**src/rtl/rot_canon_pkg.sv**
```systemverilog
// Package rot_canon_pkg
// Shared helper for the canonical-form unit: elaboration-time width math.
// Assumes arguments are positive integers known at elaboration.
package rot_canon_pkg;

    // Smallest r with 2**r >= n, but never less than 1.
    function automatic int unsigned log2_up(input int unsigned n);
        int unsigned r;
        r = 1;
        while ((32'd1 << r) < n) r = r + 1;
        return r;
    endfunction

endpackage

```
**src/rtl/rot_canon_rotgen.sv**
```systemverilog
// Module rot_canon_rotgen
// Forms every left rotation of the input pattern by pure wiring and pads
// the set up to a power of two for the reduction tree.
// Assumes: N >= 2 and P >= N. Entry k holds the rotation by k and carries
// index k. Padded entries hold zero with an index >= N; because they sit to
// the right of every real entry, the tie rule keeps them from ever winning.
module rot_canon_rotgen #(
    parameter int N  = 16,
    parameter int AW = 4,
    parameter int P  = 16
) (
    input  logic [N-1:0]            pat_i,
    output logic [P-1:0][N-1:0]     val_o,
    output logic [P-1:0][AW-1:0]    idx_o
);

    // One wired rotation (or zero pad) per tree input.
    for (genvar k = 0; k < P; k++) begin : g_rot
        if (k == 0) begin : g_id
            assign val_o[k] = pat_i;
        end else if (k < N) begin : g_real
            assign val_o[k] = {pat_i[N-1-k:0], pat_i[N-1:N-k]};
        end else begin : g_pad
            assign val_o[k] = '0;
        end
        assign idx_o[k] = AW'(k);
    end

endmodule

```
**src/rtl/rot_canon_level.sv**
```systemverilog
// Module rot_canon_level
// One registered level of the max-reduction tree: halves the candidate
// count by keeping, from each adjacent pair, the larger value, or on a
// tie the one with the smaller rotation index.
// Assumes: CNT is even; entry 2j always carries a smaller index than 2j+1.
module rot_canon_level #(
    parameter int N   = 16,
    parameter int AW  = 4,
    parameter int CNT = 16
) (
    input  logic                         clk,
    input  logic                         rst_n,
    input  logic                         valid_i,
    input  logic [CNT-1:0][N-1:0]        val_i,
    input  logic [CNT-1:0][AW-1:0]       idx_i,
    output logic                         valid_o,
    output logic [CNT/2-1:0][N-1:0]      val_o,
    output logic [CNT/2-1:0][AW-1:0]     idx_o
);

    localparam int HALF = CNT / 2;

    logic [HALF-1:0][N-1:0]  win_val;
    logic [HALF-1:0][AW-1:0] win_idx;

    // Pairwise compare-and-select for this level.
    always_comb begin
        for (int j = 0; j < HALF; j++) begin
            if ((val_i[2*j] > val_i[2*j+1]) ||
                ((val_i[2*j] == val_i[2*j+1]) && (idx_i[2*j] <= idx_i[2*j+1]))) begin
                win_val[j] = val_i[2*j];
                win_idx[j] = idx_i[2*j];
            end else begin
                win_val[j] = val_i[2*j+1];
                win_idx[j] = idx_i[2*j+1];
            end
        end
    end

    // Level register with synchronous active-low clear.
    always_ff @(posedge clk) begin
        if (!rst_n) begin
            valid_o <= 1'b0;
            val_o   <= '0;
            idx_o   <= '0;
        end else begin
            valid_o <= valid_i;
            val_o   <= win_val;
            idx_o   <= win_idx;
        end
    end

    // the valid flag advances exactly one stage per clock.
    a_r5_valid_step: assert property (@(posedge clk) disable iff (!rst_n)
        valid_i |=> valid_o);
    a_r5_idle_step: assert property (@(posedge clk) disable iff (!rst_n)
        !valid_i |=> !valid_o);

    for (genvar j = 0; j < HALF; j++) begin : g_chk
        // the kept candidate is no smaller than either contender.
        a_r1_keeps_max: assert property (@(posedge clk) disable iff (!rst_n)
            valid_i |=> ((val_o[j] >= $past(val_i[2*j])) &&
                         (val_o[j] >= $past(val_i[2*j+1]))));
        // on equal values the smaller-index contender survives.
        a_r3_tie_low_index: assert property (@(posedge clk) disable iff (!rst_n)
            (valid_i && (val_i[2*j] == val_i[2*j+1])) |=>
                (idx_o[j] == $past(idx_i[2*j])));
    end

endmodule

```
**src/rtl/rot_canon.sv**
```systemverilog
// Module rot_canon (top)
// Maps an N-bit pattern to the largest of its circular left rotations and
// reports the smallest rotation amount giving it. One pattern per clock,
// latency LV = ceil(log2 N) clocks, valid flag delayed alongside.
// Assumes: N >= 2; rst_n is synchronous and active low.
module rot_canon
    import rot_canon_pkg::*;
#(
    parameter int N = 16
) (
    input  logic                          clk,
    input  logic                          rst_n,
    input  logic                          valid_i,
    input  logic [N-1:0]                  pat_i,
    output logic                          valid_o,
    output logic [N-1:0]                  canon_o,
    output logic [log2_up(N)-1:0]         rot_o
);

    localparam int LV  = log2_up(N);
    localparam int AW  = LV;
    localparam int P   = 1 << LV;
    localparam int TOT = 2 * P - 1;

    // Tree storage laid out level after level: level lv starts at
    // 2P - (2P >> lv) and holds P >> lv candidates.
    logic [TOT-1:0][N-1:0]  tv;
    logic [TOT-1:0][AW-1:0] ti;
    logic [LV:0]            vchain;

    assign vchain[0] = valid_i;

    rot_canon_rotgen #(.N(N), .AW(AW), .P(P)) u_rotgen (
        .pat_i (pat_i),
        .val_o (tv[P-1:0]),
        .idx_o (ti[P-1:0])
    );

    // One registered compare level per tree stage.
    for (genvar lv = 0; lv < LV; lv++) begin : g_lvl
        localparam int CNT  = P >> lv;
        localparam int OFFI = 2 * P - ((2 * P) >> lv);
        localparam int OFFO = OFFI + CNT;
        rot_canon_level #(.N(N), .AW(AW), .CNT(CNT)) u_level (
            .clk     (clk),
            .rst_n   (rst_n),
            .valid_i (vchain[lv]),
            .val_i   (tv[OFFI+CNT-1:OFFI]),
            .idx_i   (ti[OFFI+CNT-1:OFFI]),
            .valid_o (vchain[lv+1]),
            .val_o   (tv[OFFO+CNT/2-1:OFFO]),
            .idx_o   (ti[OFFO+CNT/2-1:OFFO])
        );
    end

    assign valid_o = vchain[LV];
    assign canon_o = tv[TOT-1];
    assign rot_o   = ti[TOT-1];

    // a reported rotation amount is always a real rotation.
    a_r3_rot_in_range: assert property (@(posedge clk) disable iff (!rst_n)
        valid_o |-> (int'(rot_o) < N));

    // reset leaves the output stage empty and zero.
    a_r6_reset_clear: assert property (@(posedge clk)
        !rst_n |=> (!valid_o && (canon_o == '0) && (rot_o == '0)));

endmodule

```
**config.mk**
```make
export PLATFORM = sky130hd
export DESIGN_NAME = rot_canon
export DESIGN_NICKNAME = d
export VERILOG_FILES = /design/src/rtl/rot_canon_pkg.sv /design/src/rtl/rot_canon_rotgen.sv /design/src/rtl/rot_canon_level.sv /design/src/rtl/rot_canon.sv
export SDC_FILE = /design/constraint.sdc
export NUM_CORES = 1
export LEC_CHECK = 0
export CAP_MARGIN = 5
export CORE_AREA = 2 2 273 275
export CTS_CLUSTER_SIZE = 16
export DETAILED_ROUTE_END_ITERATION = 8
export DIE_AREA = 0 0 275 277
export SLEW_MARGIN = 20
export SYNTH_ARGS = -nofsm -noshare
export SYNTH_HDL_FRONTEND = slang
export SYNTH_HIERARCHICAL = 1
export SYNTH_SLANG_ARGS = --single-unit
```
**constraint.sdc**
```tcl
create_clock -name clk -period 3.3 [get_ports clk]
set_clock_uncertainty 0.15 [all_clocks]
set_input_delay 0.66 -clock clk [delete_from_list [all_inputs] [get_ports clk]]
set_output_delay 0.66 -clock clk [all_outputs]
set_load 0.005 [all_outputs]
```
== Word-level counts from Yosys, hierarchy flattened ==
Index checks and enable logic that the tools add are counted.
Word-level totals
  bits in registers: 304
  input bits: 19
  output and inout port bits: 21
  logic and storage cells: 123
Cells by class
  reduce and logical (&&, ||, !) cells: 22
  equality and inequality tests: 15
  multiplexer cells: 30
  $lt $le $gt $ge: 22
Operator list (count)
  $eq A16 B16 Y1: 15
  $gt A16 B16 Y1: 15
  $mux W16: 15
  $le A4 B4 Y1: 7
  $mux W4: 7
  $logic_or A1 B1 Y1: 15
  $mux W1: 8
  $logic_and A1 B1 Y1: 7

== Longest topological paths before layout ==
  depth in word-level cells: 4
  mapped depth: 10
  mapped depth without buffers: 8

== By module ==
Netlist, hierarchy kept.
By module, submodules not included
  rot_canon_level at g_lvl[0].u_level: instances 1, cells each 1555, area an instance 12294.3 um2
  rot_canon_level at g_lvl[1].u_level: instances 1, cells each 728, area an instance 5823.1 um2
  rot_canon_level at g_lvl[2].u_level: instances 1, cells each 367, area an instance 2917.8 um2
  rot_canon_rotgen: instances 1, cells each 322, area an instance 2409.8 um2
  rot_canon_level at g_lvl[3].u_level: instances 1, cells each 122, area an instance 1211.2 um2

== Worst setup path before layout ==
Ideal clock, no wire load.
  path type: input-to-reg
  from: in pat_i[9]
  to: reg g_lvl[0].u_level/idx_o[13] (netlist bit)
  data required time: 3.014 ns
  stages: 8
  path slack: 0.661 ns
  setup time: 0.136 ns
  data arrival time: 2.353 ns
  path buffers: 2
  path through: buf_4 > ha_1 > and4_1 > nand4_2 > a211oi_1 > a2111oi_2 > clkbuf_1 > o311ai_1
RTL lines
  start, declared: RTL line rot_canon.sv:14  | input logic [N-1:0] pat_i,
  end signal, assigned: RTL line rot_canon_level.sv:49  | idx_o <= win_idx;
  end, declared: RTL line rot_canon_level.sv:18  | output logic [CNT/2-1:0][AW-1:0] idx_o

== Final worst setup path ==
  from: reg g_lvl[2].u_level/val_o[31] (netlist bit)
  to: reg g_lvl[3].u_level/val_o[7] (netlist bit)
On the way
  cells in the longest elaborated chain, start to end: 4
  elaborated cells on any way between the ends: 5
  those cells by class: 1 x order compare; 1 x eq/ne; 1 x mux; 2 x reduce/logical
Ends and longest elaborated chain
  start, declared: RTL line rot_canon_level.sv:17  | output logic [CNT/2-1:0][N-1:0] val_o,
  start signal, assigned: RTL line rot_canon_level.sv:48  | val_o <= win_val;
  parallel branches: the longest is 2 deep, another holds $gt A16 B16 Y1
  $logic_or A1 B1 Y1 (*): RTL line rot_canon_level.sv:29  | if ((val_i[2*j] > val_i[2*j+1]) ||
  $mux W16 (*): RTL line rot_canon_level.sv:29
  end signal, assigned: RTL line rot_canon_level.sv:48
  end, declared: RTL line rot_canon_level.sv:17
Mark *: on every way between the ends.
A chain may end at the register's enable or synchronous reset.

==> flow_summary.json <==
{
  "synthTopCellsByCount": "414 x nand2_1, 328 x buf_4, 304 x dfxtp_1, 304 x inv_1, 300 x ha_1",
  "first_pass_iters": 5,
  "area_growth_pct": 2.62,
  "grt_pass1_wl_mm": 98.0,
  "crit_family": "compound AO/OA/AOI/OAI gates",
  "drv_slew": 366,
  "diodes": 0,
  "violations": "max-slew violations",
  "synth_area_mm2": 0.0247,
  "p_seq_frac": 0.373,
  "numCtsBuffers": 34,
  "cts_setup_buffers": 0,
  "drt-total-wl_mm": 61.6,
  "layout-drive-gt1-share": 0.0755,
  "vias": 20300,
  "slowest_stage": "a211oi_2",
  "crit_start": "g_lvl[2].u_level/val_o[31]",
  "portBuffers": 39,
  "cp_max_fo": 13,
  "slowest_delay_ns": 0.73,
  "p_sw_frac": 0.348,
  "internal-power_mw": 8.01,
  "cts_resized": 0,
  "required_ns": 3.60,
  "setup_viol": 0,
  "tightest_slew_ns": 2.73,
  "clockRootBuffer": "clkbuf_16",
  "power_density_mw_per_mm2": 486,
  "min_from": "g_lvl[2].u_level/valid_o",
  "post_drt_wl_per_cell_um": 16.3,
  "viasPerCell": 5.36,
  "path_buf_inv": 2,
  "power_leakage_nw": 10.4,
  "ys_seq_area_frac": 0.247,
  "synth_edf_count": 0,
  "clk_pin_slew_worst_paths_ns": 0.06,
  "max-cap-violations": 0,
  "period_needed_ns": 3.05,
  "p_sw_mw": 4.28,
  "rr_startpoint": "g_lvl[2].u_level/val_o[31]",
  "async_flop_share": 0,
  "startpoint_type": "flop",
  "htree_levels": 2,
  "synth.distinct_cells": 45,
  "place.gp.congestion": 0.838,
  "antenna_found_initial": 0,
  "cts.path.max_buffers": 3,
  "status": "finished, violations left",
  "synth_cells": 3094,
  "grt_overflow": 0,
  "grt_start_max_net_pins": 179,
  "irDropWorstVdd_mv": 0.359,
  "dp_slack_ns": 0.0916,
  "fillers": 7689,
  "finalHoldWorstSlack_ns": 0.285,
  "io_pins": 40,
  "nNetsFinal": 3116,
  "postRouteAntennaNets": 0,
  "place.detailed.hpwl_mm": 45.1,
  "holdBufCountCts": 0,
  "yosys.area.top_type_share": 0.247,
  "hold_class": "flop to flop",
  "drt_iter0_markers": 1706,
  "crit_type": "flop to flop",
  "yosysWarningCount": 6,
  "core_area_mm2": 0.0736,
  "drc_errors": 0,
  "cts.sinks": 304,
  "relSlewSlack": -0.820,
  "synth-seq-cells": 304,
  "cp_cell_sequence": "inv_1, ha_1, nand4_1, or3_1, a21oi_1, nor2_1, a211oi_2, buf_4, a22o_1",
  "worstSkewPairLatency_ns": 0.52,
  "core.rowCount": 100,
  "synthFlopType": "dfxtp_1",
  "syn_area_per_cell_um2": 7.97,
  "max_freq_mhz": 328,
  "yosysMostFrequentCell": "nand2_1",
  "comb_power_share": 0.322,
  "setup_slack_ns": 0.254,
  "worst_setup_path_end_kind": "flop",
  "start_util": 0.335,
  "cts_tree": "done",
  "fin_crit_sh": 0.923,
  "synthTopCellsByArea": "dfxtp_1 25%, ha_1 15%, buf_4 10%",
  "yosysTopAreaCell": "dfxtp_1",
  "die_y_um": 277,
  "grt_pass1_vias": 17500,
  "rsz0062_at_grt": "no",
  "setup_tns_ns": 0,
  "final_hold_viol_count": 0,
  "pwr-share-clk": 0.304,
  "track_usage": 0.159,
  "dieArea_mm2": 0.0762,
  "crit_arrival_ns": 3.34,
  "die_x_um": 275
}
[cells by family (layout without fill, tap and decap cells)]
family	after synthesis	in the layout	share of synthesized area
AO/OA/AOI/OAI	594	594	0.184
adder cells (fa/ha/maj)	300	300	0.152
buffers and inverters	846	511	0.185
flip-flops	304	304	0.247
multiplexers	100	100	0.0406
other	2	64	0.000305
AND/OR/NAND/NOR	948	948	0.191
[power by group through the flow]
stage	Sequential, mW	Combinational, mW	Clock [mW]
5_1_grt	4.64	4.45	3.98
3_3_place_gp	4.67	3.88	0
2_1_floorplan	4.45	3.27	0
6_report	4.59	3.96	3.74
3_5_place_dp	4.67	3.93	0
4_1_cts	4.59	3.94	3.83
[area by class of cell]
class                   instances  area, µm²  share of cell area
multi-input cells            2006      14300               0.567
flip-flops and latches        304       6090               0.241
repair buffers                147       1430              0.0564
well taps                     969       1210              0.0479
inverters                     304       1140              0.0451
clock buffers                  47        961              0.0380
clock inverters                13        133             0.00524
[layer usage]
layer	part of all wire	global-route usage
met4	0.023	0.0423
met1	0.50	0.241
met5	0	0
met2	0.43	0.239
met3	0.046	0.0116
[per-stage QoR]
step / power, mW / utilization / area [µm²] / cells
after floorplan: 7.72 / - / 24900 / 3156
after global placement: 8.55 / 0.329 / 24200 / 3730
after detailed placement: 8.60 / 0.329 / 24200 / 3730
after CTS: 12.4 / 0.344 / 25300 / 3790
after global routing: 13.1 / 0.344 / 25300 / 3790
final: 12.3 / 0.344 / 25300 / 3790
[layout by cell type (no fill, tap or decap), drive strengths merged, types with 4 or more instances in the layout]
| cell | count |
|---|---|
| a221o | 9 |
| o211ai | 22 |
| nand4 | 228 |
| a31oi | 189 |
| clkdlybuf4s50 | 22 |
| inv | 306 |
| a2111oi | 17 |
| o311ai | 180 |
| nand2 | 414 |
| buf | 125 |
| a41oi | 5 |
| or2 | 9 |
| dfxtp | 304 |
| nor2b | 27 |
| mux2i | 100 |
| clkbuf | 47 |
| a221oi | 5 |
| a211oi | 12 |
| conb | 64 |
| nand2b | 7 |
| ha | 300 |
| a21o | 30 |
| o21a | 4 |
| nand3 | 33 |
| o21ai | 16 |
| and4 | 18 |
| clkinv | 6 |
| nor2 | 10 |
| and2 | 13 |
| a22o | 20 |
| a21oi | 76 |
| nor3 | 187 |
[worst register-to-register path, cell delays in order (launching register included)]
cell and delay, ns:
dfxtp_1 0.37, inv_1 0.06, ha_1 0.28, nand4_1 0.17
or3_1 0.43, a21oi_1 0.21, nor2_1 0.09, a211oi_2 0.73
buf_4 0.30, a22o_1 0.19
[registers in the layout, indices dropped and copies added (netlist names)]
signal / count
g_lvl.u_level/val_o: 240
g_lvl.u_level/idx_o: 60
g_lvl.u_level/valid_o: 4
[worst paths after layout]
path | endpoint | slack, ns | depth (start not counted)
max | g_lvl[3].u_level/val_o[7] | 0.25 | 9
min | g_lvl[3].u_level/valid_o | 0.28 | 1
max reg2reg | g_lvl[3].u_level/val_o[7] | 0.25 | 9
min reg2reg | g_lvl[3].u_level/valid_o | 0.28 | 1
(Power assumes the default switching activity.)
